[src/rtl/irqp_pkg.sv]
package irqp_pkg;
  localparam int DATA_W = 8;
  localparam int N_MASK = 3;
  localparam int VEC_W  = 3;

  // control byte fields
  localparam int CTL_MASK_EN  = 3;
  localparam int CTL_CLR_EDGE = 4;
  localparam int CTL_SOUT_EN  = 6;
  localparam int CTL_SOUT_VAL = 7;

  // status byte fields
  localparam int ST_IE      = 3;
  localparam int ST_PEND_LO = 4;
  localparam int ST_SIN     = 7;

  typedef enum logic [VEC_W-1:0] {
    VEC_LEGACY = 3'd0,
    VEC_IRQ0   = 3'd1,
    VEC_IRQ1   = 3'd2,
    VEC_IRQ2   = 3'd3,
    VEC_NMI    = 3'd4
  } vec_t;
endpackage

[src/rtl/irqp_sync.sv]
module irqp_sync #(
  parameter int STAGES = 2
) (
  input  logic clk_i,
  input  logic rst_ni,
  input  logic d_i,
  output logic q_o
);
  logic [STAGES-1:0] chain_q;

  generate
    if (STAGES == 1) begin : g_one
      always_ff @(posedge clk_i or negedge rst_ni) begin
        if (!rst_ni) chain_q <= '0;
        else         chain_q <= d_i;
      end
    end else begin : g_many
      always_ff @(posedge clk_i or negedge rst_ni) begin
        if (!rst_ni) chain_q <= '0;
        else         chain_q <= {chain_q[STAGES-2:0], d_i};
      end
    end
  endgenerate

  assign q_o = chain_q[STAGES-1];
endmodule

[src/rtl/irqp_edge_latch.sv]
module irqp_edge_latch #(
  parameter bit LEVEL_QUAL = 1'b0
) (
  input  logic clk_i,
  input  logic rst_ni,
  input  logic sig_i,
  input  logic clr_i,
  output logic pend_o
);
  logic prev_q, lat_q, rise;

  assign rise = sig_i & ~prev_q;

  always_ff @(posedge clk_i or negedge rst_ni) begin
    if (!rst_ni) begin
      prev_q <= 1'b0;
      lat_q  <= 1'b0;
    end else begin
      prev_q <= sig_i;
      // a fresh edge wins over a clear in the same cycle
      if (rise)       lat_q <= 1'b1;
      else if (clr_i) lat_q <= 1'b0;
    end
  end

  generate
    if (LEVEL_QUAL) begin : g_qual
      assign pend_o = lat_q & sig_i;
    end else begin : g_plain
      assign pend_o = lat_q;
    end
  endgenerate
endmodule

[src/rtl/irqp_prio.sv]
module irqp_prio
  import irqp_pkg::*;
(
  input  logic              nmi_i,
  input  logic [N_MASK-1:0] mreq_i,
  input  logic              legacy_i,
  output logic              req_o,
  output vec_t              vec_o
);
  always_comb begin
    req_o = 1'b0;
    vec_o = VEC_LEGACY;
    if (nmi_i) begin
      req_o = 1'b1;
      vec_o = VEC_NMI;
    end
    for (int i = N_MASK-1; i >= 0; i--) begin
      if (!req_o && mreq_i[i]) begin
        req_o = 1'b1;
        vec_o = vec_t'(VEC_W'(i + 1));
      end
    end
    if (!req_o && legacy_i) begin
      req_o = 1'b1;
      vec_o = VEC_LEGACY;
    end
  end
endmodule

[src/rtl/irq_serial_port.sv]
module irq_serial_port
  import irqp_pkg::*;
#(
  parameter int SIN_STAGES = 2
) (
  input  logic              clk_i,
  input  logic              rst_ni,
  input  logic              wr_en_i,
  input  logic [DATA_W-1:0] wr_data_i,
  output logic [DATA_W-1:0] rd_data_o,
  input  logic              ie_set_i,
  input  logic              ie_clr_i,
  input  logic              nmi_i,
  input  logic [N_MASK-1:0] irq_i,
  input  logic              legacy_req_i,
  output logic              legacy_ack_o,
  output logic              req_o,
  output logic [VEC_W-1:0]  vec_o,
  input  logic              ack_i,
  input  logic              sin_i,
  output logic              sout_o
);
  logic [N_MASK-1:0] mask_q;
  logic              ie_q, sout_q;
  logic              sin_s;
  logic              nmi_pend, edge_pend;
  logic [N_MASK-1:0] pend, mreq;
  logic              accept, edge_clr, prio_req;
  vec_t              prio_vec;

  assign accept = ack_i & req_o;

  irqp_edge_latch #(.LEVEL_QUAL(1'b1)) u_nmi (
    .clk_i (clk_i), .rst_ni (rst_ni), .sig_i (nmi_i),
    .clr_i (accept && prio_vec == VEC_NMI), .pend_o (nmi_pend)
  );

  assign edge_clr = (wr_en_i & wr_data_i[CTL_CLR_EDGE]) |
                    (accept && prio_vec == VEC_IRQ2);

  irqp_edge_latch #(.LEVEL_QUAL(1'b0)) u_edge (
    .clk_i (clk_i), .rst_ni (rst_ni), .sig_i (irq_i[N_MASK-1]),
    .clr_i (edge_clr), .pend_o (edge_pend)
  );

  irqp_sync #(.STAGES(SIN_STAGES)) u_sin (
    .clk_i (clk_i), .rst_ni (rst_ni), .d_i (sin_i), .q_o (sin_s)
  );

  assign pend = {edge_pend, irq_i[N_MASK-2:0]};
  assign mreq = pend & ~mask_q & {N_MASK{ie_q}};

  irqp_prio u_prio (
    .nmi_i (nmi_pend), .mreq_i (mreq), .legacy_i (legacy_req_i & ie_q),
    .req_o (prio_req), .vec_o (prio_vec)
  );

  always_ff @(posedge clk_i or negedge rst_ni) begin
    if (!rst_ni) begin
      mask_q <= '1;
      ie_q   <= 1'b0;
      sout_q <= 1'b0;
    end else begin
      if (wr_en_i && wr_data_i[CTL_MASK_EN]) mask_q <= wr_data_i[N_MASK-1:0];
      if (wr_en_i && wr_data_i[CTL_SOUT_EN]) sout_q <= wr_data_i[CTL_SOUT_VAL];
      if (accept || ie_clr_i) ie_q <= 1'b0;
      else if (ie_set_i)      ie_q <= 1'b1;
    end
  end

  always_comb begin
    rd_data_o = '0;
    rd_data_o[N_MASK-1:0] = mask_q;
    rd_data_o[ST_IE] = ie_q;
    rd_data_o[ST_PEND_LO +: N_MASK] = pend;
    rd_data_o[ST_SIN] = sin_s;
  end

  assign req_o        = prio_req;
  assign vec_o        = prio_vec;
  assign legacy_ack_o = accept && prio_vec == VEC_LEGACY;
  assign sout_o       = sout_q;
endmodule

[config.mk]
export PLATFORM = sky130hd
export DESIGN_NAME = irq_serial_port
export DESIGN_NICKNAME = d
export VERILOG_FILES = /design/src/rtl/irqp_pkg.sv /design/src/rtl/irqp_sync.sv /design/src/rtl/irqp_edge_latch.sv /design/src/rtl/irqp_prio.sv /design/src/rtl/irq_serial_port.sv
export SDC_FILE = /design/constraint.sdc
export NUM_CORES = 1
export LEC_CHECK = 0
export ABC_AREA = 0
export CORE_UTILIZATION = 35
export DETAILED_ROUTE_END_ITERATION = 10
export PLACE_DENSITY = 0.77
export RECOVER_POWER = 50
export SYNTH_ARGS = -nofsm -noshare
export SYNTH_HDL_FRONTEND = slang
export SYNTH_SLANG_ARGS = --single-unit
[constraint.sdc]
create_clock -name clk_i -period 2.7 [get_ports clk_i]
set_input_delay 0.54 -clock clk_i [delete_from_list [all_inputs] [get_ports clk_i]]
set_output_delay 0.54 -clock clk_i [all_outputs]
set_load 0.01 [all_outputs]
=== Yosys cells after proc, flatten, opt, wreduce, memory -nomap -nowiden ===
Index checks and enable logic that the tools add are counted.

* Eq/ne operators: 2
* Mux-type cells: 16
* Bitwise operators: 12
* Reduce and logical (&&, ||, !) cells: 18

{| class="wikitable"
|+ Operator list
! cell !! count
|-
| $mux 3 || 5
|-
| $mux 1 || 11
|-
| $logic_and 1x1->1 || 9
|-
| $and 1x1->1 || 6
|-
| $and 3x3->3 || 2
|-
| $reduce_bool 2->1 || 3
|-
| $logic_not 1->1 || 4
|-
| $eq 3x2->1 const B || 1
|-
| $eq 3x3->1 const B || 1
|-
| $logic_not 3->1 || 1
|-
| $not 3->3 || 1
|-
| $not 1->1 || 2
|-
| $logic_or 1x1->1 || 1
|-
| $or 1x1->1 || 1
|}

* Register bits: 11
* Output and inout bits: 14

=== Longest topological paths before layout ===
Gate-level depths: netlist (run 1).

* Depth after elaboration: 19
* Depth in mapped cells: 4
* Mapped depth without buffers: 3

=== Hierarchy ===
Synthesis (run 1) repeated with hierarchy kept, for this count alone.

* Cell total of the unflattened synthesis: 51
* Area total of the unflattened synthesis: 545.5 um2

{| class="wikitable"
|+ Modules (own cells, without submodules)
! module !! times used !! cells an instance !! area an instance (um2) !! seq. area each (um2)
|-
| irq_serial_port || 1 || 30 || 307.8 || 128.9
|-
| irqp_edge_latch (u_nmi) || 1 || 6 || 73.8 || 50.0
|-
| irqp_edge_latch (u_edge) || 1 || 5 || 70.1 || 50.0
|-
| irqp_sync || 1 || 2 || 50.0 || 50.0
|-
| irqp_prio || 1 || 8 || 43.8 || 0.0
|}

=== Least setup slack after synthesis (run 1) ===
No wires, ideal clock.

* Path kind: reg2out
* Start: register mask_q[2]
* End: output legacy_ack_o
* Arrival time: 1.217 ns
* Required time: 2.160 ns
* Setup slack: 0.943 ns
* Stages on the path, launching flop included: 3
* Cell sequence: dfstp_2 > and3b_2 > nor4_1

* Word-level cells in the longest chain between the ends: 16
* Elaborated cells on any way between the ends: 21
* Classes of those cells: mux: 8; bitwise: 4; reduce/logical: 9

{| class="wikitable"
|+ RTL lines
! item !! RTL line !! text
|-
| from (decl) || irq_serial_port.sv:23 || <nowiki>logic [N_MASK-1:0] mask_q;</nowiki>
|-
| from (signal assigned) || irq_serial_port.sv:64 || <nowiki>if (wr_en_i && wr_data_i[CTL_MASK_EN]) mask_q <= wr_data_i[N_MASK-1:0];</nowiki>
|-
| $not 3->3 * || irq_serial_port.sv:51 || <nowiki>assign mreq = pend & ~mask_q & {N_MASK{ie_q}};</nowiki>
|-
| $and 3x3->3 * (2 in a row) || irq_serial_port.sv:51 ||
|-
| $logic_and 1x1->1 * || irqp_prio.sv:18 || <nowiki>if (!req_o && mreq_i[i]) begin</nowiki>
|-
| $mux 1 || irqp_prio.sv:18 ||
|-
| $logic_not 1->1 || irqp_prio.sv:18 ||
|-
| $logic_and 1x1->1 || irqp_prio.sv:18 ||
|-
| $mux 1 || irqp_prio.sv:18 ||
|-
| $logic_not 1->1 || irqp_prio.sv:18 ||
|-
| $logic_and 1x1->1 || irqp_prio.sv:18 ||
|-
| $mux 1 || irqp_prio.sv:18 ||
|-
| $logic_not 1->1 || irqp_prio.sv:23 || <nowiki>if (!req_o && legacy_i) begin</nowiki>
|-
| $logic_and 1x1->1 || irqp_prio.sv:23 ||
|-
| $mux 3 or $mux 1 (tied branches) || irqp_prio.sv:23 ||
|-
| $logic_not 3->1 or $and 1x1->1 (tied branches) || irq_serial_port.sv:81, irq_serial_port.sv:31 ||
|-
| $logic_and 1x1->1 * || irq_serial_port.sv:81 || <nowiki>assign legacy_ack_o = accept && prio_vec == VEC_LEGACY;</nowiki>
|-
| to (decl) || irq_serial_port.sv:16 || <nowiki>output logic legacy_ack_o,</nowiki>
|}

Mark *: on every way between the ends. The rest lies on a longest branch, timed or not.

=== Final worst setup path (run 1) ===
* Start: input irq_i[0]
* End: output req_o

* Word-level cells in the longest chain between the ends: 7

{| class="wikitable"
|+ RTL lines
! item !! RTL line !! text
|-
| from (decl) || irq_serial_port.sv:14 || <nowiki>input logic [N_MASK-1:0] irq_i,</nowiki>
|-
| $and 3x3->3 * (2 in a row) || irq_serial_port.sv:51 ||
|-
| $logic_and 1x1->1 * || irqp_prio.sv:18 ||
|-
| $mux 1 * || irqp_prio.sv:18 ||
|-
| $logic_not 1->1 || irqp_prio.sv:23 ||
|-
| $logic_and 1x1->1 || irqp_prio.sv:23 ||
|-
| $mux 1 * || irqp_prio.sv:23 ||
|-
| to (decl) || irq_serial_port.sv:17 || <nowiki>output logic req_o,</nowiki>
|}

Marked as above.

==> results of run 1 <==
-- timing repair --
| action | 4_1_cts | 5_1_grt |
|---|---|---|
| resized for setup | 0 | 2 |
| endpoints found under the setup margin | 0 | 3 |
| hold buffers | 0 | 0 |
-- cells by family after synthesis --
kind of cell	after synthesis	synth area share [%]
flip-flops	11	52.0
multiplexers	4	8.39
AND/OR/NAND/NOR	19	19.3
AO/OA/AOI/OAI	7	9.09
buffers and inverters	9	11.2
-- power by group through the flow --
stage	Clock [mW]	Combinational, mW	Sequential, mW
global placement	0	0.124	0.203
detailed placement	0	0.126	0.203
global route	0.128	0.134	0.203
floorplan	0	0.0513	0.203
finish	0.112	0.124	0.201
CTS	0.118	0.127	0.200
-- routing by layer --
layer,vias up,global-route usage (%)
met4,0,12.1
met3,4,6.52
met5,-,0
met2,23,30.1
li1,236,-
met1,224,17.1
-- metrics by stage --
stage / total power, mW / cells / utilization (%) / setup WS [ns]
after CTS: 0.445 / 98 / 64.1 / 0.0609
final: 0.437 / 98 / 64.2 / 0.151
after global placement: 0.327 / 94 / 62.2 / 0.0965
after global routing: 0.465 / 98 / 64.2 / 0.0509
after detailed placement: 0.330 / 94 / 62.2 / 0.0707
after floorplan: 0.255 / 50 / - / 0.943
-- cell usage after synthesis --
| cell type | count | area share, % |
|---|---|---|
| nand2_1 | 8 | 5.6 |
| or3_1 | 1 | 1.2 |
| dfstp_2 | 3 | 15 |
| and4b_1 | 1 | 1.9 |
| nand3b_1 | 2 | 2.8 |
| mux2_2 | 4 | 8.4 |
| o211a_1 | 1 | 1.9 |
| nor2b_1 | 1 | 1.2 |
| buf_4 | 5 | 7.0 |
| nor4_1 | 1 | 1.2 |
| nor2_1 | 1 | 0.70 |
| o21ai_0 | 2 | 1.9 |
| nand4_1 | 1 | 1.2 |
| inv_1 | 3 | 2.1 |
| a21oi_1 | 1 | 0.93 |
| buf_6 | 1 | 2.1 |
| o22ai_1 | 1 | 1.2 |
| nand3_1 | 2 | 1.9 |
| a211oi_1 | 1 | 1.4 |
| and3b_2 | 1 | 1.9 |
| dfrtp_1 | 8 | 37 |
| a32o_1 | 1 | 1.9 |
-- how the worst min path moves through the flow --
stage                                from  slack (ns)  cells past startpoint                    endpoint
6_report       u_sin.chain_q[0]$_DFF_PN0_        0.35                      0  u_sin.chain_q[1]$_DFF_PN0_
3_5_place_dp   u_sin.chain_q[0]$_DFF_PN0_        0.34                      0  u_sin.chain_q[1]$_DFF_PN0_
4_1_cts        u_sin.chain_q[0]$_DFF_PN0_        0.35                      0  u_sin.chain_q[1]$_DFF_PN0_
2_1_floorplan                      rst_ni        0.24                      0            ie_q$_DFFE_PN0P_
5_1_grt        u_sin.chain_q[0]$_DFF_PN0_        0.37                      0  u_sin.chain_q[1]$_DFF_PN0_
3_3_place_gp   u_sin.chain_q[0]$_DFF_PN0_        0.34                      0  u_sin.chain_q[1]$_DFF_PN0_
-- sequential cells by signal, summed over array words and instances, names as in the netlist --
signal,cells
mask_q,3
u_sin.chain_q,2
ie_q,1
sout_o,1
u_edge.pend_o,1
u_edge.prev_q,1
u_nmi.lat_q,1
u_nmi.prev_q,1
-- layout make-up --
class                      instances  area share (%)
tap                               15            2.14
inverter                           3            1.28
timing repair buffer              35            38.9
clock buffer                       4            3.00
multi-input combinational         30            22.8
sequential                        11            31.8
==> impl_metrics.tcl, run 1 <==
set metrics [dict create \
    wirelength_mm 1.20 \
    top_layer "met4" \
    final_cell_mix "clkdlybuf4s50_1 (27), nand2_1 (8), dfrtp_1 (8)" \
    r2r_end "ie_q$_DFFE_PN0P_" \
    worstPathArrival_ns 2.01 \
    dpl_cell_area_sq_um 850 \
    skew_ns 0.00508 \
    viasPerCell 4.97 \
    switching_share_pct 25.9 \
    path_depth 5 \
    htreeDepth 1 \
    grt_pass1_wl_mm 1.81 \
    overflow 0 \
    endpoint "req_o" \
    cap_violations 0 \
    reg2reg_from "mask_q[2]$_DFFE_PN1P_" \
    seq_area_frac_synth_pct 52.0 \
    path_buf_inv 2 \
    final_common_cell "clkdlybuf4s50_1" \
    switchingPower_mw 0.113 \
    p_comb_share_pct 28.4 \
    ys_ff_latch 11 \
    io_pins 34 \
    slew_headroom_pct 68.0 \
    path_clk_slew_ns 0.07 \
    ant_nets 0 \
    cpMaxStageDelayCell "clkdlybuf4s50_1" \
    num_vias 487 \
    peakVddDrop_mv 0.254 \
    crit_type "input pin to output pin" \
    fin_crit_ns 2.55 \
    worstSetupEndpointType "output pin" \
    place.gp.congestion 0.649 \
    crit_top_cell "clkdlybuf4s50_1" \
    drt_iter0_drc 4 \
    drive_above_1_share_pct 16.9 \
    filler_cell_count 119 \
    dieArea_sq_um 1690 \
    seq_power_share_pct 46.0 \
    path_cells "clkdlybuf4s50_1, nor2b_2, o21ai_0, nand4_1, clkdlybuf4s50_1" \
    final_max_slew_viol_count 0 \
    n_antenna_cell 0 \
    start_kind "input pin" \
    antenna_found_initial 0 \
    clk_latency_ns 0.27 \
    power.density_nw_per_um2 498 \
    tns_ns 0 \
    p_clk_share_pct 25.6 \
    cp.required_ns 2.16 \
    postCtsSetupRepairBufs 0 \
    grt_usage_pct 17.5 \
    synthCells 50 \
    worst_path_largest_cell_delay_ns 0.55 \
    grt_pass1_vias 460 \
    syn_area_per_cell_sq_um 10.7 \
    wl_met3_um 89 \
    core_area_sq_um 1370 \
    wirelength_met1_um 483 \
    dr.pass1.iters 4 \
    crit_family "buffers and inverters" \
    wl_per_cell_um 12.2 \
    ys_types 22 \
    rrSetupSlack_ns 1.31 \
    synthesis.nets 70 \
    drc_errors 0 \
    p_leak_nw 0.398 \
    grt_max_degree 12 \
    syn-cell-area_sq_um 537 \
    area_growth_pct 63.4 \
    hp-class "register to register" \
    root_buffer "clkbuf_4" \
    die_h_um 41.2 \
    setup_violations 0 \
    tritoncts "yes" \
    hold_viol_final 0 \
    wl_met2_um 599 \
    p_int_mw 0.323 \
    multiInputGateArea_sq_um 200 \
    max_freq_mhz 392 \
    row_count 13 \
    fp.dieW_um 41.2 \
    worstRegToRegCells 3 \
    cts.sinks 11 \
    worst-path-max-fanout 4 \
    rsz0062_at_grt "no" \
    synth_warnings 0 \
    finalCritPeriodShare_pct 94.4 \
    final_area_sq_um 877 \
    final_nets 104 \
    port_buffers 32 \
    critPathLaunch "irq_i[0]" \
    clk_path_buf_depth 2 \
    cts_buffers 3 \
    start_util_pct 39.3 \
    outcome "complete, no violations" \
    regArea_sq_um 279 \
    timing.hold.ws_ns 0.352 \
    tightest_slew_ns 0.479 \
]
Power figures use the tool's default switching activity.
==> inputs of run 2 (changes only) <==
--- a/config.mk
+++ b/config.mk
@@ -7,6 +7,7 @@
 export LEC_CHECK = 0
 export ABC_AREA = 0
 export CORE_UTILIZATION = 35
+export CTS_CLUSTER_SIZE = 25
 export DETAILED_ROUTE_END_ITERATION = 10
 export PLACE_DENSITY = 0.77
 export RECOVER_POWER = 50
==> results of run 2 <==
Final layout, timing and power as in run 1 (identical DEF).
